### config.mk
export PLATFORM = sky130hd
export DESIGN_NAME = useq_sequencer
export DESIGN_NICKNAME = d
export VERILOG_FILES = /design/src/rtl/useq_pkg.sv /design/src/rtl/useq_rst_sync.sv /design/src/rtl/useq_ctrl_store.sv /design/src/rtl/useq_dispatch.sv /design/src/rtl/useq_next_addr.sv /design/src/rtl/useq_sequencer.sv
export SDC_FILE = /design/constraint.sdc
export NUM_CORES = 1
export LEC_CHECK = 0
export BUFFER_PORTS_ARGS = -buffer_cell sky130_fd_sc_hd__buf_4
export CAP_MARGIN = 30
export CORE_MARGIN = 5
export CORE_UTILIZATION = 51
export CTS_CLUSTER_SIZE = 40
export DETAILED_ROUTE_END_ITERATION = 12
export GPL_TIMING_DRIVEN = 0
export PLACE_DENSITY = 0.89
export REMOVE_ABC_BUFFERS = 1
export SYNTH_ARGS = -nofsm -noshare
export SYNTH_HDL_FRONTEND = slang
export SYNTH_SLANG_ARGS = --single-unit
### constraint.sdc
create_clock -name clk -period 4 [get_ports clk]
set_input_delay 0.8 -clock clk [delete_from_list [all_inputs] [get_ports clk]]
set_output_delay 0.8 -clock clk [all_outputs]
set_load 0.02 [all_outputs]
### src/rtl/useq_pkg.sv
package useq_pkg;

  localparam int UPC_W = 4;
  localparam int OP_W  = 6;
  localparam int SEL_W = 2;
  localparam int DEPTH = 1 << UPC_W;

  typedef enum logic [SEL_W-1:0] {
    SEL_ZERO = 2'b00,
    SEL_MAP1 = 2'b01,
    SEL_MAP2 = 2'b10,
    SEL_NEXT = 2'b11
  } sel_e;

  typedef struct packed {
    logic       pc_we;
    logic       pc_cond_we;
    logic       pc_src;
    logic       tgt_we;
    logic       alu_a_sel;
    logic       addr_sel;
    logic       mem_rd;
    logic       mem_we;
    logic       ir_we;
    logic       dst_sel;
    logic       reg_we;
    logic       wb_sel;
    logic       ext_sign;
    logic [1:0] alu_b_sel;
    logic [1:0] alu_op;
  } dp_ctrl_t;

  localparam int DP_W = $bits(dp_ctrl_t);
  localparam int CW_W = DP_W + SEL_W;

  // opcode values that index the dispatch tables
  localparam logic [OP_W-1:0] OPC_RR   = 6'b000000;
  localparam logic [OP_W-1:0] OPC_JMP  = 6'b000010;
  localparam logic [OP_W-1:0] OPC_BEQ  = 6'b000100;
  localparam logic [OP_W-1:0] OPC_ORI  = 6'b001011;
  localparam logic [OP_W-1:0] OPC_LOAD = 6'b100011;
  localparam logic [OP_W-1:0] OPC_STOR = 6'b101011;

  // state numbers
  localparam int ST_FETCH   = 0;
  localparam int ST_DECODE  = 1;
  localparam int ST_ADDR    = 2;
  localparam int ST_LD_MEM  = 3;
  localparam int ST_LD_WB   = 4;
  localparam int ST_ST_MEM  = 5;
  localparam int ST_RR_EXE  = 6;
  localparam int ST_RR_WB   = 7;
  localparam int ST_BRANCH  = 8;
  localparam int ST_JUMP    = 9;
  localparam int ST_ORI_EXE = 10;
  localparam int ST_ORI_WB  = 11;

  // ALU operation and B-operand encodings
  localparam logic [1:0] ALU_ADD  = 2'b00;
  localparam logic [1:0] ALU_SUB  = 2'b01;
  localparam logic [1:0] ALU_FUNC = 2'b10;
  localparam logic [1:0] ALU_OR   = 2'b11;
  localparam logic [1:0] B_REG    = 2'b00;
  localparam logic [1:0] B_FOUR   = 2'b01;
  localparam logic [1:0] B_BRANCH = 2'b10;
  localparam logic [1:0] B_IMM    = 2'b11;

endpackage

### src/rtl/useq_rst_sync.sv
module useq_rst_sync #(
  parameter int STAGES = 2
) (
  input  logic clk,
  input  logic rst_n,
  output logic rst_sync_n
);
  logic [STAGES-1:0] sync_q;

  always_ff @(posedge clk or negedge rst_n) begin
    if (!rst_n) sync_q <= '0;
    else        sync_q <= {sync_q[STAGES-2:0], 1'b1};
  end

  assign rst_sync_n = sync_q[STAGES-1];
endmodule

### src/rtl/useq_ctrl_store.sv
module useq_ctrl_store
  import useq_pkg::*;
#(
  parameter int AW = UPC_W
) (
  input  logic [AW-1:0] upc,
  output dp_ctrl_t      dp,
  output sel_e          sel
);
  always_comb begin
    dp  = '0;
    sel = SEL_ZERO;
    case (int'(upc))
      ST_FETCH: begin
        dp.pc_we = 1'b1; dp.ir_we = 1'b1; dp.mem_rd = 1'b1;
        dp.alu_b_sel = B_FOUR; dp.alu_op = ALU_ADD;
        sel = SEL_NEXT;
      end
      ST_DECODE: begin
        dp.tgt_we = 1'b1; dp.ext_sign = 1'b1;
        dp.alu_b_sel = B_BRANCH; dp.alu_op = ALU_ADD;
        sel = SEL_MAP1;
      end
      ST_ADDR: begin
        dp.alu_a_sel = 1'b1; dp.ext_sign = 1'b1;
        dp.alu_b_sel = B_IMM; dp.alu_op = ALU_ADD;
        sel = SEL_MAP2;
      end
      ST_LD_MEM: begin
        dp.alu_a_sel = 1'b1; dp.ext_sign = 1'b1; dp.addr_sel = 1'b1;
        dp.mem_rd = 1'b1; dp.alu_b_sel = B_IMM; dp.alu_op = ALU_ADD;
        sel = SEL_NEXT;
      end
      ST_LD_WB: begin
        dp.alu_a_sel = 1'b1; dp.ext_sign = 1'b1; dp.addr_sel = 1'b1;
        dp.mem_rd = 1'b1; dp.reg_we = 1'b1; dp.wb_sel = 1'b1;
        dp.alu_b_sel = B_IMM; dp.alu_op = ALU_ADD;
        sel = SEL_ZERO;
      end
      ST_ST_MEM: begin
        dp.alu_a_sel = 1'b1; dp.ext_sign = 1'b1; dp.addr_sel = 1'b1;
        dp.mem_we = 1'b1; dp.alu_b_sel = B_IMM; dp.alu_op = ALU_ADD;
        sel = SEL_ZERO;
      end
      ST_RR_EXE: begin
        dp.alu_a_sel = 1'b1; dp.dst_sel = 1'b1;
        dp.alu_b_sel = B_REG; dp.alu_op = ALU_FUNC;
        sel = SEL_NEXT;
      end
      ST_RR_WB: begin
        dp.alu_a_sel = 1'b1; dp.dst_sel = 1'b1; dp.reg_we = 1'b1;
        dp.alu_b_sel = B_REG; dp.alu_op = ALU_FUNC;
        sel = SEL_ZERO;
      end
      ST_BRANCH: begin
        dp.alu_a_sel = 1'b1; dp.pc_cond_we = 1'b1; dp.pc_src = 1'b1;
        dp.alu_b_sel = B_REG; dp.alu_op = ALU_SUB;
        sel = SEL_ZERO;
      end
      ST_JUMP: begin
        dp.pc_we = 1'b1; dp.pc_src = 1'b1;
        sel = SEL_ZERO;
      end
      ST_ORI_EXE: begin
        dp.alu_a_sel = 1'b1; dp.alu_b_sel = B_IMM; dp.alu_op = ALU_OR;
        sel = SEL_NEXT;
      end
      ST_ORI_WB: begin
        dp.alu_a_sel = 1'b1; dp.reg_we = 1'b1;
        dp.alu_b_sel = B_IMM; dp.alu_op = ALU_OR;
        sel = SEL_ZERO;
      end
      default: begin
        dp  = '0;
        sel = SEL_ZERO;
      end
    endcase
  end

  // a memory write must never coincide with a register write
  always_comb begin
    AST_WE_EXCLUSIVE: assert (!(dp.mem_we && dp.reg_we));
  end
endmodule

### src/rtl/useq_dispatch.sv
module useq_dispatch
  import useq_pkg::*;
#(
  parameter int TBL = 1,
  parameter int AW  = UPC_W,
  parameter int OW  = OP_W
) (
  input  logic [OW-1:0] opcode,
  output logic [AW-1:0] target
);
  generate
    if (TBL == 1) begin : g_first
      always_comb begin
        case (opcode)
          OPC_RR:   target = AW'(ST_RR_EXE);
          OPC_JMP:  target = AW'(ST_JUMP);
          OPC_BEQ:  target = AW'(ST_BRANCH);
          OPC_ORI:  target = AW'(ST_ORI_EXE);
          OPC_LOAD: target = AW'(ST_ADDR);
          OPC_STOR: target = AW'(ST_ADDR);
          default:  target = '0;
        endcase
      end
    end else begin : g_second
      always_comb begin
        case (opcode)
          OPC_LOAD: target = AW'(ST_LD_MEM);
          OPC_STOR: target = AW'(ST_ST_MEM);
          default:  target = '0;
        endcase
      end
    end
  endgenerate
endmodule

### src/rtl/useq_next_addr.sv
module useq_next_addr
  import useq_pkg::*;
#(
  parameter int AW = UPC_W
) (
  input  sel_e          sel,
  input  logic [AW-1:0] upc,
  input  logic [AW-1:0] map1,
  input  logic [AW-1:0] map2,
  output logic [AW-1:0] upc_nxt
);
  always_comb begin
    case (sel)
      SEL_ZERO: upc_nxt = '0;
      SEL_MAP1: upc_nxt = map1;
      SEL_MAP2: upc_nxt = map2;
      SEL_NEXT: upc_nxt = upc + AW'(1);
      default:  upc_nxt = '0;
    endcase
  end
endmodule

### src/rtl/useq_sequencer.sv
module useq_sequencer
  import useq_pkg::*;
#(
  parameter int AW          = UPC_W,
  parameter int OW          = OP_W,
  parameter int SYNC_STAGES = 2
) (
  input  logic            clk,
  input  logic            rst_n,
  input  logic [OW-1:0]   opcode,
  output logic [DP_W-1:0] dp_ctrl,
  output logic [AW-1:0]   upc_dbg
);
  logic          rst_sync_n;
  logic [AW-1:0] upc_q;
  logic [AW-1:0] upc_nxt;
  logic [AW-1:0] map1;
  logic [AW-1:0] map2;
  dp_ctrl_t      dp;
  sel_e          sel;

  useq_rst_sync #(.STAGES(SYNC_STAGES)) u_rst (
    .clk(clk), .rst_n(rst_n), .rst_sync_n(rst_sync_n)
  );

  useq_ctrl_store #(.AW(AW)) u_store (
    .upc(upc_q), .dp(dp), .sel(sel)
  );

  useq_dispatch #(.TBL(1), .AW(AW), .OW(OW)) u_map1 (
    .opcode(opcode), .target(map1)
  );

  useq_dispatch #(.TBL(2), .AW(AW), .OW(OW)) u_map2 (
    .opcode(opcode), .target(map2)
  );

  useq_next_addr #(.AW(AW)) u_next (
    .sel(sel), .upc(upc_q), .map1(map1), .map2(map2), .upc_nxt(upc_nxt)
  );

  always_ff @(posedge clk or negedge rst_sync_n) begin
    if (!rst_sync_n) upc_q <= '0;
    else             upc_q <= upc_nxt;
  end

  assign dp_ctrl = dp;
  assign upc_dbg = upc_q;

  AST_ZERO_SEL: assert property (@(posedge clk) disable iff (!rst_sync_n)
    (sel == SEL_ZERO) |=> (upc_q == '0));
  AST_NEXT_SEL: assert property (@(posedge clk) disable iff (!rst_sync_n)
    (sel == SEL_NEXT) |=> (upc_q == $past(upc_q) + AW'(1)));
  AST_MAP1_LEGAL: assert property (@(posedge clk) disable iff (!rst_sync_n)
    (sel == SEL_MAP1) |=> (upc_q == AW'(0) || upc_q == AW'(2) || upc_q == AW'(6) ||
                           upc_q == AW'(8) || upc_q == AW'(9) || upc_q == AW'(10)));
  AST_MAP2_LEGAL: assert property (@(posedge clk) disable iff (!rst_sync_n)
    (sel == SEL_MAP2) |=> (upc_q == AW'(0) || upc_q == AW'(3) || upc_q == AW'(5)));
  AST_MEM_WE_STATE: assert property (@(posedge clk) disable iff (!rst_sync_n)
    dp.mem_we |-> (upc_q == AW'(5)));
  AST_MAP1_FROM_DECODE: assert property (@(posedge clk) disable iff (!rst_sync_n)
    (sel == SEL_MAP1) |-> (upc_q == AW'(1)));
endmodule

Yosys cells after proc, flatten, opt, wreduce, memory -nomap -nowiden

Index checks and enable logic that the tools add are counted.

Register bits after elaboration: 6

$add $sub $neg: 1
Equal/unequal tests: 19
Multiplexer cells: 18
Reduce and logical (&&, ||, !) cells: 15

Operator list:

| kind                                           | number |
|---|---|
| one-hot mux 4 bit (6 select lines)             | 1 |
| one-hot mux 4 bit (5 select lines)             | 1 |
| == test 4 x 3 -> 1 bit (second input constant) | 4 |
| == test 4 bit (second input constant)          | 4 |
| one-hot mux 4 bit (4 select lines)             | 1 |
| two-way mux 1 bit                              | 13 |
| == test 6 bit (second input constant)          | 2 |
| OR reduction 2 bit                             | 5 |
| OR reduction 3 bit                             | 3 |
| OR reduction 9 bit                             | 1 |
| == test 4 x 2 -> 1 bit (second input constant) | 2 |
| OR reduction 4 bit                             | 2 |
| == test 6 x 2 -> 1 bit (second input constant) | 1 |
| == test 6 x 3 -> 1 bit (second input constant) | 1 |
| == test 6 x 4 -> 1 bit (second input constant) | 1 |
| logical NOT 6 bit                              | 1 |
| one-hot mux 2 bit (3 select lines)             | 1 |
| one-hot mux 3 bit (2 select lines)             | 1 |
| OR reduction 5 bit                             | 1 |
| adder 4 x 1 -> 4 bit (second input constant)   | 1 |
| == test 2 bit (second input constant)          | 2 |
| == test 4 x 1 -> 1 bit (second input constant) | 1 |
| logical NOT 4 bit                              | 1 |
| == test 2 x 1 -> 1 bit (second input constant) | 1 |
| logical NOT 2 bit                              | 1 |

Longest topological paths before layout

Gate-level depths: netlist (run 1).

Word-level depth: 5
Depth in mapped cells: 7
Depth with buffers taken out: 6

Cells and area by module

A second synthesis (run 1) with hierarchy kept.

Cells, all modules: 85
Area total of the unflattened synthesis: 690.7 sq um

Modules (own cells, without submodules):

| module                  | instances | cells an instance | area each (sq um) | sequential area each (sq um) |
|---|---|---|---|---|
| useq_ctrl_store         | 1         | 45                | 260.2             | 0.0 |
| useq_next_addr          | 1         | 17                | 135.1             | 0.0 |
| useq_sequencer          | 1         | 4                 | 100.1             | 100.1 |
| useq_dispatch at u_map1 | 1         | 10                | 85.1              | 0.0 |
| useq_dispatch at u_map2 | 1         | 6                 | 56.3              | 0.0 |
| useq_rst_sync           | 1         | 3                 | 53.8              | 50.0 |

Worst setup path before layout (run 1)

Ideal clock, no wire load.

Path kind: reg-to-output
Start: reg upc_q[0], in the netlist upc_dbg[0]
End: out dp_ctrl[4]
Data arrival time: 1.930 ns
Path slack: 1.270 ns
Cell stages (with the launch flop): 7
Cell sequence: dfrtp_1 inv_1 ha_1 buf_2 nor2_1 a211oi_1 nand2b_1

Word-level cells in the longest chain between the ends: 3
Elaborated cells between the ends (all ways): 7
Those cells by class: eq/ne (5); mux (1); reduce/logical (1)

RTL lines:

| element                                              | line                  | source |
|---|---|---|
| from (decl)                                          | useq_sequencer.sv:15  | `logic [AW-1:0] upc_q;` |
| from (signal assigned)                               | useq_sequencer.sv:44  | `else upc_q <= upc_nxt;` |
| == test 4 x 2 -> 1 bit, or another cell as far along | useq_ctrl_store.sv:13 | `case (int'(upc))` |
| OR reduction 5 bit (no line) *                       | n/a                   |  |
| two-way mux 1 bit *                                  | useq_ctrl_store.sv:13 |  |
| to (decl)                                            | useq_sequencer.sv:11  | `output logic [DP_W-1:0] dp_ctrl,` |

Mark *: on every way between the ends. The rest lies on a longest branch, timed or not.

Worst setup path after layout (run 1)

Ends and elaborated chain as after synthesis.

==> results.json, run 1 <==
{
  "cp.required_ns": 3.20,
  "syn_inst": 98,
  "synth.top_cell.area_share": 0.203,
  "final_layout_size_suffix_gt1_frac": 0.303,
  "fin_crit_sh": 0.670,
  "antenna_left": 0,
  "core-area_um2": 1330,
  "finalSetupViolations": 0,
  "final.setup.tns_ns": 0,
  "rsz0062_at_grt": "false",
  "firstDrtPassIters": 5,
  "cts_resized": 0,
  "antenna_found_initial": 0,
  "setup_slack_ns": 1.32,
  "cts_buffers": 3,
  "floorplan.initialDensity": 0.553,
  "antenna_cells": 0,
  "syn_area_per_cell_um2": 7.53,
  "die-area_um2": 2310,
  "pre_cts_slack_ns": 1.58,
  "vias_per_cell": 5.54,
  "wl_per_cell_um": 13.1,
  "place_area_um2": 920,
  "grt_pass1_wl_um": 3020,
  "syn_area_um2": 738,
  "critical_path_class": "flip-flop to primary output",
  "clock-sinks": 6,
  "post_cts.repair.setup_buffers": 0,
  "row_count": 13,
  "endpoint_kind": "primary output",
  "htreeDepth": 1,
  "leakage_nw": 0.458,
  "syn2layout_area_growth_pct": 27.6,
  "yosys_most_used_dff": "dfrtp_1",
  "synth_warnings": 0,
  "holdBufCountCts": 0,
  "drc": 0,
  "grt_start_max_net_pins": 23,
  "ir_drop_mv": 0.422,
  "fin_skew_ns": 0.00159,
  "timing.hold.ws_ns": 0.0552,
  "crit_fanout": 11,
  "hpwlAfterDp_um": 1430,
  "max-cap-violations": 0,
  "synth_top_area_cell": "dfrtp_1",
  "numPortBuffers": 28,
  "slew_headroom": 0.598,
  "drtIter0Drc": 19,
  "synth_area_leaders": "dfrtp_1, nor2_1, ha_1",
  "synth-async-reset-ratio": 1.00,
  "p_total_mw": 0.724,
  "seq_area_frac_synth": 0.203,
  "wl_um": 1790,
  "grt_usage": 0.181,
  "slew_viol_final": 0,
  "ys_types": 41,
  "hold_class": "flip-flop to async pin",
  "synth-seq-cells": 6,
  "clkLatencyLatePin_ns": 0.23,
  "finalHoldViolations": 0,
  "nNetsFinal": 136,
  "fmax_mhz": 373,
  "fp.dieW_um": 48.0,
  "stdcell_area_um2": 942,
  "num_vias": 759,
  "ioPinCount": 29,
  "status": "finished clean",
  "p_per_area_nw_per_um2": 769,
  "overflow": 0,
  "routabilityCongestion": 0.799,
  "arrival_ns": 1.88,
  "cts-root-buf": "clkbuf_4",
  "die_h_um": 48.0,
  "clk_path_buf_depth": 2,
  "worst_slew_pin_slew_ns": 0.603,
  "synth-edff-count": 0,
  "crit_path_start_kind": "flip-flop",
  "cts_tree": "done",
  "clk_pin_slew_ns": 0.04,
  "grt_pass1_vias": 706,
  "period_minus_slack_ns": 2.68
}
==> power by group <==
group          switching (mW)  leakage (nW)  internal [mW]
clock                  0.0184        0.0138         0.0337
sequential             0.0341        0.0767         0.0746
combinational           0.326         0.368          0.237
total                   0.378         0.458          0.346
==> state kept, by name, indices dropped and copies added (netlist names) <==
name,cells
upc_dbg,4
u_rst.sync_q,2
==> layout by cell type, fill, tap and decap left out, drive strengths merged <==
| master | instances |
|---|---|
| clkbuf | 3 |
| o21ai | 4 |
| dfrtp | 6 |
| a32oi | 1 |
| nand4b | 1 |
| a21oi | 4 |
| o41ai | 1 |
| a21bo | 1 |
| mux2i | 1 |
| o32ai | 1 |
| a31oi | 1 |
| o311a | 1 |
| nand2b | 5 |
| and2 | 2 |
| nand2 | 5 |
| nor2b | 4 |
| buf | 28 |
| nand4 | 3 |
| xnor2 | 2 |
| o22ai | 2 |
| nor3 | 5 |
| o211ai | 1 |
| o31ai | 1 |
| conb | 1 |
| nand3 | 3 |
| a211oi | 1 |
| a211o | 1 |
| and4 | 1 |
| a21o | 1 |
| inv | 4 |
| nand3b | 2 |
| nor2 | 19 |
| ha | 4 |
| and3b | 1 |
| or4 | 1 |
==> logic make-up after synthesis <==
kind of cell | synth area share
other | 0.00508
XOR/XNOR | 0.0237
multiplexers | 0.0136
AND/OR/NAND/NOR | 0.381
flip-flops | 0.203
adder cells (fa/ha/maj) | 0.0678
buffers and inverters | 0.0847
AO/OA/AOI/OAI | 0.220
==> cell usage after synthesis, types with 3 or more instances <==
cell type / instances
a21oi_1: 4
buf_4: 3
dfrtp_1: 6
ha_1: 4
inv_1: 4
nand2_1: 5
nand2b_1: 4
nand4_1: 3
nor2_1: 18
nor2b_1: 4
nor3_1: 4
o21ai_0: 4
==> layout make-up <==
type,instances,area [um2]
clock buffers,3,22.5
fillers,106,392
inverters,4,15.0
multi-input cells,81,526
flip-flops and latches,6,150
well taps,15,18.8
repair buffers,28,210
==> worst paths after layout <==
path / slack [ns] / cells after the start / startpoint / endpoint
max: 1.32 / 6 / upc_dbg[0] / dp_ctrl[4]
min: 0.06 / 0 / u_rst.sync_q[1] / upc_dbg[1]
max reg2reg: 2.21 / 6 / upc_dbg[0] / upc_dbg[0]
min reg2reg: 0.06 / 0 / u_rst.sync_q[1] / upc_dbg[1]
max in group asynchronous: 3.58 / 1 / rst_n / u_rst.sync_q[0]
min in group clk: 0.35 / 0 / u_rst.sync_q[0] / u_rst.sync_q[1]
==> worst max-delay path: stages (launching register included) <==
cell and delay, ns:
dfrtp_1 0.43, inv_1 0.11, ha_1 0.40, nor2_1 0.14
a211oi_1 0.29, nand2b_1 0.14, buf_4 0.13
==> per-stage QoR <==
stage	util	cells
3_5_place_dp	0.689	134
5_1_grt	0.706	137
6_report	0.706	137
2_1_floorplan	-	91
4_1_cts	0.706	137
3_3_place_gp	0.689	134
==> metal layers <==
metal / wire, um / global-route usage / up-vias
li1: - / - / 403
met1: 746 / 0.230 / 322
met2: 895 / 0.306 / 32
met3: 141 / 0.0451 / 2
met4: 4 / 0.0430 / 0
met5: 0 / 0 / -
(Power assumes the default switching activity.)
==> run 2: changes to the inputs <==
--- a/config.mk
+++ b/config.mk
@@ -5,14 +5,15 @@
 export SDC_FILE = /design/constraint.sdc
 export NUM_CORES = 1
 export LEC_CHECK = 0
+export ABC_AREA = 1
 export BUFFER_PORTS_ARGS = -buffer_cell sky130_fd_sc_hd__buf_4
 export CAP_MARGIN = 30
 export CORE_MARGIN = 5
-export CORE_UTILIZATION = 51
+export CORE_UTILIZATION = 46
 export CTS_CLUSTER_SIZE = 40
 export DETAILED_ROUTE_END_ITERATION = 12
 export GPL_TIMING_DRIVEN = 0
-export PLACE_DENSITY = 0.89
+export PLACE_DENSITY = 0.84
 export REMOVE_ABC_BUFFERS = 1
 export SYNTH_ARGS = -nofsm -noshare
 export SYNTH_HDL_FRONTEND = slang
==> constraint.sdc (replaced) <==
create_clock -name clk -period 2.7 [get_ports clk]
set_input_delay 0.54 -clock clk [delete_from_list [all_inputs] [get_ports clk]]
set_output_delay 0.54 -clock clk [all_outputs]
set_load 0.02 [all_outputs]
==> run 2 against run 1 <==
  * Register-to-register slack worse by 0.99 ns
  * Area after synthesis decreased by 10%
  * Sequential share of layout area up 0.50 points
  * Via count up 6.9%
  * Critical path type unchanged
  * Largest power group unchanged
==> results.json, run 2 <==
{
  "status": "finished clean",
  "clk_pin_slew_ns": 0.05,
  "synth_mux_area_frac": 0,
  "synth-seq-cells": 6,
  "nNetsFinal": 151,
  "cp.buffers_inverters": 2,
  "intPower_mw": 0.437,
  "num_vias": 811,
  "die_h_um": 47.9,
  "finalSetupViolations": 0,
  "cts_resized": 0,
  "holdBufCountCts": 0,
  "combPwrFrac": 0.767,
  "row_count": 13,
  "grt_start_max_net_pins": 9,
  "clkPwrFrac": 0.088,
  "syn2layout_area_growth_pct": 38.0,
  "clock-sinks": 6,
  "p_per_area_nw_per_um2": 1060,
  "seq_area_frac_synth": 0.227,
  "grt_pass1_vias": 785,
  "floorplan.initialDensity": 0.496,
  "vias_per_cell": 5.34,
  "synth.top_cell.area_share": 0.227,
  "fin_skew_ns": 0.00635,
  "antenna_left": 0,
  "ir_drop_mv": 0.609,
  "hold_class": "flip-flop to async pin",
  "final.setup.tns_ns": 0,
  "numPortBuffers": 28,
  "synthTopCellsByCount": "inv_1, nand2_1, nand3_1",
  "setup_slack_ns": 0.388,
  "grt_pass1_wl_um": 2960,
  "final_layout_size_suffix_gt1_frac": 0.307,
  "arrival_ns": 1.77,
  "synthSimpleGateAreaFrac": 0.486,
  "die-area_um2": 2300,
  "drtIter0Drc": 29,
  "post_cts.repair.setup_buffers": 0,
  "synth-edff-count": 0,
  "max_stage_delay_ns": 0.41,
  "core-area_um2": 1330,
  "wl_per_cell_um": 11.9,
  "final_common_cell": "buf_4",
  "cts_buffers": 3,
  "cp.required_ns": 2.16,
  "ioPinCount": 29,
  "synth-async-reset-ratio": 1.00,
  "fin_crit_sh": 0.856,
  "clk_path_buf_depth": 2,
  "antenna_found_initial": 0,
  "clkLatencyLatePin_ns": 0.25,
  "crit_fanout": 5,
  "fp.dieW_um": 47.9,
  "drc": 0,
  "pre_cts_slack_ns": 0.686,
  "grt_usage": 0.175,
  "firstDrtPassIters": 4,
  "hpwlAfterDp_um": 1530,
  "critical_path_class": "flip-flop to primary output",
  "finalHoldViolations": 0,
  "cts-root-buf": "clkbuf_4",
  "synth_top_family_by_area": "simple AND/OR/NAND/NOR gates",
  "crit_path_start_kind": "flip-flop",
  "period_minus_slack_ns": 2.31,
  "max-cap-violations": 0,
  "syn_inst": 106,
  "antenna_cells": 0,
  "path_delay_family": "simple AND/OR/NAND/NOR gates",
  "power_frac_seq": 0.144,
  "rsz0062_at_grt": "false",
  "synth_top_area_cell": "dfrtp_1",
  "endpoint_kind": "primary output",
  "htreeDepth": 1,
  "crit_chain": "inv_1 > ha_1 > nand2_1 > nand3_1 > nor2_1 > nand3_1 > buf_4",
  "slew_viol_final": 0,
  "leakage_nw": 0.587,
  "wl_um": 1810,
  "synthXorXnorAreaFrac": 0.0265,
  "synth_area_leaders": "dfrtp_1, nand3_1, inv_1",
  "synthAdderAreaFrac": 0.0756,
  "overflow": 0,
  "synth_most_common_cell": "inv_1",
  "yosys_most_used_dff": "dfrtp_1",
  "routabilityCongestion": 0.834,
  "ys_types": 19,
  "fmax_mhz": 432,
  "cts_tree": "done",
  "syn_area_per_cell_um2": 6.24,
  "cp_slowest_cell": "dfrtp_1",
  "netSwitchingFraction": 0.548,
  "crit_top_cell": "nand3_1",
  "synth_compound_area_frac": 0.0435,
  "synth_warnings": 0,
  "largest_reg_flops": 4,
  "final_cell_mix": "buf_4, inv_1, nand2_1, nand3_1, nor2_1",
  "syn_area_um2": 662,
  "p_sw_mw": 0.529
}
[run 2: cell types whose count changed in the layout (fill, tap and decap cells not counted), moves of 7 or more]
cell and change:
inv_1 +18, nand2_1 +16, nand3_1 +16, nor2_1 -7
[run 2: worst paths after layout]
path                       slack [ns]            start  cells past startpoint         endpoint
max                              0.39       upc_dbg[0]                      7       dp_ctrl[2]
max reg2reg                      1.22       upc_dbg[0]                      7       upc_dbg[1]
max in group asynchronous        2.48  u_rst.sync_q[1]                      0       upc_dbg[3]
min                              0.06  u_rst.sync_q[1]                      0       upc_dbg[0]
min in group clk                 0.36  u_rst.sync_q[0]                      0  u_rst.sync_q[1]
min reg2reg                      0.06  u_rst.sync_q[1]                      0       upc_dbg[0]
[run 2: worst reg2reg max path: cells and delay by family (launching register included)]
kind / cells / cell delay [ns]
fa+ha+maj: 1 / 0.25
flops: 1 / 0.41
simple gates: 4 / 0.46
buf+inv: 1 / 0.10
compound gates: 1 / 0.19
[run 2: power by group through the flow]
| stage | Clock, mW | Combinational (mW) | Sequential [mW] |
|---|---|---|---|
| floorplan | 0 | 0.448 | 0.155 |
| global placement | 0 | 0.724 | 0.138 |
| detailed placement | 0 | 0.736 | 0.140 |
| CTS | 0.0854 | 0.741 | 0.139 |
| global route | 0.0905 | 0.803 | 0.142 |
| finish | 0.0852 | 0.741 | 0.139 |
[run 2: area by class of cell]
cell class | count | area (um2)
fill | 115 | 420
multi-input combinational | 76 | 422
inverter | 24 | 90.1
timing repair buffer | 28 | 210
tap | 15 | 18.8
sequential | 6 | 150
clock buffer | 3 | 22.5
[run 2: cells by family (layout without fill, tap and decap cells)]
kind of cell	after synthesis	in the layout
and+or+nand+nor	64	64
buffers and inverters	24	55
DFF	6	6
AOI/OAI and AO/OA	5	5
adders and majority gates	4	4
xor gates and xnor gates	2	2
other	1	1
[run 2: per-stage QoR]
step           hold WS, ns  utilization  power (mW)  instance area (um2)  cells
2_1_floorplan       0.0403            -       0.603                  662    106
6_report            0.0550        0.685       0.966                  913    152
3_5_place_dp        0.0627        0.668       0.877                  891    149
3_3_place_gp        0.0512        0.668       0.862                  891    149
4_1_cts             0.0600        0.685       0.965                  913    152
5_1_grt             0.0627        0.685        1.04                  913    152
[run 2: metal layers]
layer	GRT usage	part of all wire	vias to the layer above
li1	-	-	402
met1	0.204	0.41	373
met2	0.317	0.53	34
met3	0.0226	0.066	2
met4	0.0699	0.0033	0
met5	0	0	-
